### src/rtl/gin_pkg.sv
// Shared definitions for the per-line input glitch filter.
// Assumes a word-addressed register set of four entries.
package gin_pkg;
    localparam int REG_IDX_W = 2;

    typedef enum logic [REG_IDX_W-1:0] {
        IDX_FSET  = 2'd0,
        IDX_FCLR  = 2'd1,
        IDX_FSTAT = 2'd2,
        IDX_PINS  = 2'd3
    } reg_idx_e;
endpackage

### src/rtl/gin_bus_regs.sv
// Register slice for the input filter: set/clear pair for the filter
// enables, read-back of the enables and of the pin-data word.
// Assumes a two-phase bus (setup then access) with no wait states.
module gin_bus_regs
    import gin_pkg::*;
#(
    parameter int LINES  = 32,
    parameter int ADDR_W = 4
) (
    input  logic              clk,
    input  logic              rst_n,
    input  logic              psel,
    input  logic              penable,
    input  logic              pwrite,
    input  logic [ADDR_W-1:0] paddr,
    input  logic [LINES-1:0]  pwdata,
    input  logic [LINES-1:0]  pin_lvl,
    output logic [LINES-1:0]  prdata,
    output logic [LINES-1:0]  filt_en
);
    localparam int IDX_LSB = 2;

    reg_idx_e idx;
    logic     acc_wr;

    assign idx    = reg_idx_e'(paddr[IDX_LSB +: REG_IDX_W]);
    assign acc_wr = psel && penable && pwrite;

    // Filter enable status: set/clear writes at the end of the access phase.
    always_ff @(posedge clk) begin
        if (!rst_n) begin
            filt_en <= '0;
        end else if (acc_wr) begin
            case (idx)
                IDX_FSET: filt_en <= filt_en | pwdata;
                IDX_FCLR: filt_en <= filt_en & ~pwdata;
                default:  filt_en <= filt_en;
            endcase
        end
    end

    // Read mux: status and pin data visible while selected.
    always_comb begin
        prdata = '0;
        if (psel && !pwrite) begin
            case (idx)
                IDX_FSTAT: prdata = filt_en;
                IDX_PINS:  prdata = pin_lvl;
                default:   prdata = '0;
            endcase
        end
    end

    a_r2_set_ors_bits: assert property (@(posedge clk) disable iff (!rst_n)
        (acc_wr && idx == IDX_FSET) |=> (filt_en == ($past(filt_en) | $past(pwdata))));

    a_r3_clear_masks_bits: assert property (@(posedge clk) disable iff (!rst_n)
        (acc_wr && idx == IDX_FCLR) |=> (filt_en == ($past(filt_en) & ~$past(pwdata))));

    a_r11_setup_no_write: assert property (@(posedge clk) disable iff (!rst_n)
        (psel && !penable) |=> $stable(filt_en));
endmodule

### src/rtl/gin_line_filter.sv
// One I/O line: dual-edge sampler, glitch filter, pin-level register
// and change-pulse generator. A new filtered level is taken only when the
// samples from two consecutive opposite edges agree. Assumes pad_in is
// already in the clock domain or arrives through an upstream synchroniser.
module gin_line_filter (
    input  logic clk,
    input  logic rst_n,
    input  logic clk_en,
    input  logic pad,
    input  logic en,
    output logic lvl_q,
    output logic chg
);
    logic p_q;
    logic n_q;
    logic filt;
    logic filt_next;
    logic lvl_next;

    // Falling-edge sample of the pad, frozen while the clock is gated.
    always_ff @(negedge clk) begin
        if (!rst_n) begin
            n_q <= pad;
        end else if (clk_en) begin
            n_q <= pad;
        end
    end

    // Accept the falling sample when it matches the rising sample before or after it.
    always_comb begin
        filt_next = filt;
        if ((n_q == p_q) || (n_q == pad)) begin
            filt_next = n_q;
        end
        lvl_next = en ? filt_next : pad;
    end

    // Rising-edge state: raw sample, filter output, pin level, change pulse.
    always_ff @(posedge clk) begin
        if (!rst_n) begin
            p_q   <= pad;
            filt  <= pad;
            lvl_q <= pad;
            chg   <= 1'b0;
        end else if (clk_en) begin
            p_q   <= pad;
            filt  <= filt_next;
            lvl_q <= lvl_next;
            chg   <= lvl_next ^ lvl_q;
        end else begin
            chg   <= 1'b0;
        end
    end

    a_r4_accept_needs_fall_sample: assert property (@(posedge clk) disable iff (!rst_n)
        (!$stable(filt)) |-> ($past(n_q) == filt));

    a_r8_gated_hold: assert property (@(posedge clk) disable iff (!rst_n)
        (!clk_en) |=> ($stable(lvl_q) && !chg));

    a_r10_pulse_marks_change: assert property (@(posedge clk) disable iff (!rst_n)
        chg |-> (lvl_q != $past(lvl_q)));
endmodule

### src/rtl/pio_glitch_in.sv
// Input side of a parallel I/O bank: per-line optional glitch filters,
// pin-data word, change pulses and the bus registers that control them.
// Raw pad levels go straight to peripherals and are neither filtered
// nor frozen.
module pio_glitch_in #(
    parameter int LINES  = 32,
    parameter int ADDR_W = 4
) (
    input  logic              clk,
    input  logic              rst_n,
    input  logic              clk_en,
    input  logic [LINES-1:0]  pad_in,
    output logic [LINES-1:0]  periph_in,
    output logic [LINES-1:0]  chg_pulse,
    input  logic              psel,
    input  logic              penable,
    input  logic              pwrite,
    input  logic [ADDR_W-1:0] paddr,
    input  logic [LINES-1:0]  pwdata,
    output logic [LINES-1:0]  prdata
);
    logic [LINES-1:0] filt_en;
    logic [LINES-1:0] pin_lvl;

    // Peripheral path: raw levels, independent of filters and clock gating.
    assign periph_in = pad_in;

    gin_bus_regs #(
        .LINES  (LINES),
        .ADDR_W (ADDR_W)
    ) u_regs (
        .clk     (clk),
        .rst_n   (rst_n),
        .psel    (psel),
        .penable (penable),
        .pwrite  (pwrite),
        .paddr   (paddr),
        .pwdata  (pwdata),
        .pin_lvl (pin_lvl),
        .prdata  (prdata),
        .filt_en (filt_en)
    );

    for (genvar i = 0; i < LINES; i++) begin : g_line
        gin_line_filter u_line (
            .clk    (clk),
            .rst_n  (rst_n),
            .clk_en (clk_en),
            .pad    (pad_in[i]),
            .en     (filt_en[i]),
            .lvl_q  (pin_lvl[i]),
            .chg    (chg_pulse[i])
        );
    end
endmodule

### config.mk
export PLATFORM = sky130hd
export DESIGN_NAME = pio_glitch_in
export DESIGN_NICKNAME = d
export VERILOG_FILES = /design/src/rtl/gin_pkg.sv /design/src/rtl/gin_bus_regs.sv /design/src/rtl/gin_line_filter.sv /design/src/rtl/pio_glitch_in.sv
export SDC_FILE = /design/constraint.sdc
export NUM_CORES = 1
export LEC_CHECK = 0
export CAP_MARGIN = 20
export CORE_MARGIN = 2
export CORE_UTILIZATION = 40
export CTS_CLUSTER_SIZE = 10
export DETAILED_ROUTE_END_ITERATION = 6
export GPL_TIMING_DRIVEN = 0
export SLEW_MARGIN = 0
export SYNTH_ARGS = -nofsm -noshare
export SYNTH_HDL_FRONTEND = slang
export SYNTH_SLANG_ARGS = --single-unit
### constraint.sdc
create_clock -name clk -period 4.9 [get_ports clk]
set_input_delay 0.49 -clock clk [delete_from_list [all_inputs] [get_ports clk]]
set_output_delay 0.49 -clock clk [all_outputs]
set_load 0.005 [all_outputs]
==> impl_metrics.py, run 1 <==
metrics = {
    "floorplanning": {
        "die_height_um": 157,
        "die_area_mm2": 0.0246,
        "io_pins": 170,
        "fp-row-count": 55,
        "fp.dieW_um": 157,
        "coreArea_mm2": 0.0228,
        "start_util_pct": 41.0,
    },
    "cts": {
        "worstSkewPairLatency_ps": 460,
        "clockRootBuffer": "clkbuf_16",
        "cts_tree": "built",
        "postCtsHoldBufs": 0,
        "cts_made_buffers": 17,
        "cts_max_level": 4,
        "clkTransAtPathRegs_ps": 70,
        "post_cts_resized": 1,
        "postCtsSetupBuffers": 0,
        "clockBufferDepth": 2,
        "cts_sinks": 192,
    },
    "yosys": {
        "ys_seq_area_share_pct": 54.9,
        "synth_top_family_by_area": "compound AO/OA/AOI/OAI gates",
        "synth_area_mm2": 0.00934,
        "yosys.area_share.xor_xnor_pct": 0,
        "synth_seq_cells": 192,
        "synthCells": 879,
        "syn_area_per_cell_um2": 10.6,
        "synth_fp_nets": 953,
        "synth_compound_area_share_pct": 12.9,
        "yosys.area_share.simple_pct": 12.4,
        "synth_cell_types": 20,
        "synth.area.mux_share_pct": 11.1,
        "yosysWarnings": 0,
        "synthAdderAreaFrac_pct": 0,
    },
    "detailed_routing": {
        "dr.max_layer_used": "met4",
        "via_count": 7272,
        "drt-total-wl_mm": 24.5,
        "ant_nets": 0,
        "vias_per_cell": 5.11,
        "wl_met3_mm": 1.40,
        "drt_iter0_drc": 389,
        "dr.pass1.iters": 4,
        "met2_length_mm": 11.1,
        "wl_per_cell_um": 17.2,
        "wl_met1_mm": 11.6,
        "drc": 0,
    },
    "final_layout": {
        "seq_area_mm2": 0.00512,
        "final_nets": 1171,
        "drive_gt1_share_pct": 19.6,
        "antenna_cells": 0,
        "final_cell_area_mm2": 0.0122,
        "num-fill-cells": 2082,
        "area_growth_pct": 30.5,
        "multiInputGateArea_mm2": 0.00341,
    },
    "sta": {
        "final_hold_viol_count": 0,
        "max_slew.worst_pin.slew_ps": 1030,
        "clock_skew_ps": 35.5,
        "setup_viol": 0,
        "finalMaxSlewViolations": 0,
        "max_slew_margin_pct": 31.2,
        "rsz0062_at_grt": "no",
        "hold_ws_ps": 557,
    },
    "hold_path": {
        "min_path_cells": 2,
        "min_path_type": "register to register",
    },
    "grt": {
        "grt-ovfl-total": 0,
        "grt_max_degree": 59,
        "grt_first_pass_wirelength_mm": 36.8,
        "track_usage_pct": 19.9,
        "grt_pass1_vias": 6642,
        "antenna_found_initial": 0,
    },
    "setup_path": {
        "worstSetupPathType": "input pin to register",
        "end_kind": "register",
        "reg2reg_depth": 3,
        "required_ps": 2570,
        "crit_fanout": 58,
        "rr_endpoint": "g_line[19].u_line.chg",
        "cp-start-kind": "input pin",
        "r2r_setup_slack_ps": 1120,
        "cpPeakStageDelay_ps": 640,
        "slowest_stage": "clkdlybuf4s50_1",
        "crit_chain": "clkdlybuf4s50_1, clkbuf_2, nand2b_4, buf_16",
        "reg2reg_from": "g_line[19].u_line.n_q",
        "cp_num_buf_inv": 3,
        "path_delay_family": "buffers and inverters",
        "worst_ep_arrival_time_ps": 2360,
    },
    "job": {
        "maxCapViolations": 0,
    },
    "place": {
        "dp_hpwl_mm": 16.8,
        "placed_area_mm2": 0.0115,
        "routabilityCongestion": 0.780,
        "portBuffers": 166,
    },
    "power_and_ir_drop": {
        "ir_drop_v": 0.000225,
        "p_per_area_mw_per_mm2": 334,
        "leakagePower_uw": 0.00497,
    },
    "status": {
        "status": "complete, no violations",
    },
}
## cell type report
type | instances | share of cell area [%]
timing repair buffer | 168 | 14.1
clock inverter | 45 | 2.25
buffer | 104 | 5.65
sequential | 192 | 42.0
multi-input combinational | 549 | 27.9
clock buffer | 19 | 3.81
tap | 313 | 3.21
inverter | 33 | 1.02
## synthesized netlist by cell type (all sizes together)
cell type  instances  area, µm²
edfxtp           128       3840
nand3b             1       7.51
and2b              1       7.51
mux2              64        721
buf               87        623
nand2b             1       6.26
a21oi            128        641
nand2             65        244
nor2             128        480
or2               32        200
a311oi            64        561
clkbuf            17       63.8
and3              32        200
inv               34        128
and4b              1       10.0
dfxtp             64       1280
mux2i             32        320
## kinds of logic after synthesis
kind of cell           Yosys count
muxes                           96
and+or+nand+nor                261
DFF                            192
AOI/OAI and AO/OA              192
buffers and inverters          138
## where the power goes
part | internal [µW] | leakage, µW | switching, µW
logic | 297 | 0.00266 | 271
clock network | 844 | 0.000474 | 709
registers | 1880 | 0.00184 | 70.2
## layer usage
metal	vias to the layer above	GRT usage, %
met2	241	31.2
met4	0	6.16
met5	-	0
met3	30	4.26
li1	3555	-
met1	3446	27.7
## per-stage QoR
stage          total power, µW  cells  setup WS, ps  utilization (%)  TNS (ps)
2_1_floorplan             2330    879           324                -         0
3_3_place_gp              2580   1358         -1200             50.0    -38300
3_5_place_dp              2600   1360          -525             50.3    -13640
4_1_cts                   4100   1423           206             53.5         0
5_1_grt                   4250   1423           131             53.5         0
6_report                  4080   1423           215             53.5         0
## worst min-delay path, delay by kind of cell, from the launching register on
family | cells | cell delay, ps
AO/OA/AOI/OAI | 2 | 170
flip-flops | 1 | 340
## cell usage in the layout (no fill, tap or decap), types with 2 or more instances in the layout
cell type        instances
mux2_2                  64
or2_2                   32
dfxtp_1                 64
inv_6                    3
buf_16                   2
buf_6                    3
edfxtp_1               128
nand2_1                 65
inv_1                   65
clkdlybuf4s50_1        166
and3_1                  32
inv_8                    2
buf_2                   15
clkbuf_16               18
a21oi_1                128
clkinv_4                 4
bufinv_16                2
clkbuf_1                16
nor2_1                 128
mux2i_1                 32
a311oi_1                64
buf_4                   68
## worst max path at each step
stage                 from                    end  depth (start not counted)  slack (ps)
floorplan            rst_n   g_line[0].u_line.n_q                          3         320
global placement    clk_en  g_line[26].u_line.n_q                          3       -1200
detailed placement  clk_en  g_line[22].u_line.n_q                          4        -530
CTS                 clk_en  g_line[18].u_line.n_q                          4         210
global route         rst_n  g_line[17].u_line.n_q                          5         130
finish              clk_en  g_line[17].u_line.n_q                          4         210
Note: power is estimated with default switching activity, not from simulation.
==> run 2, diff against run 1 <==
Settings changed: SLEW_MARGIN 0 to unset.
==> results of run 2 <==
The final DEF is identical to that of run 1; final timing and power are the same.
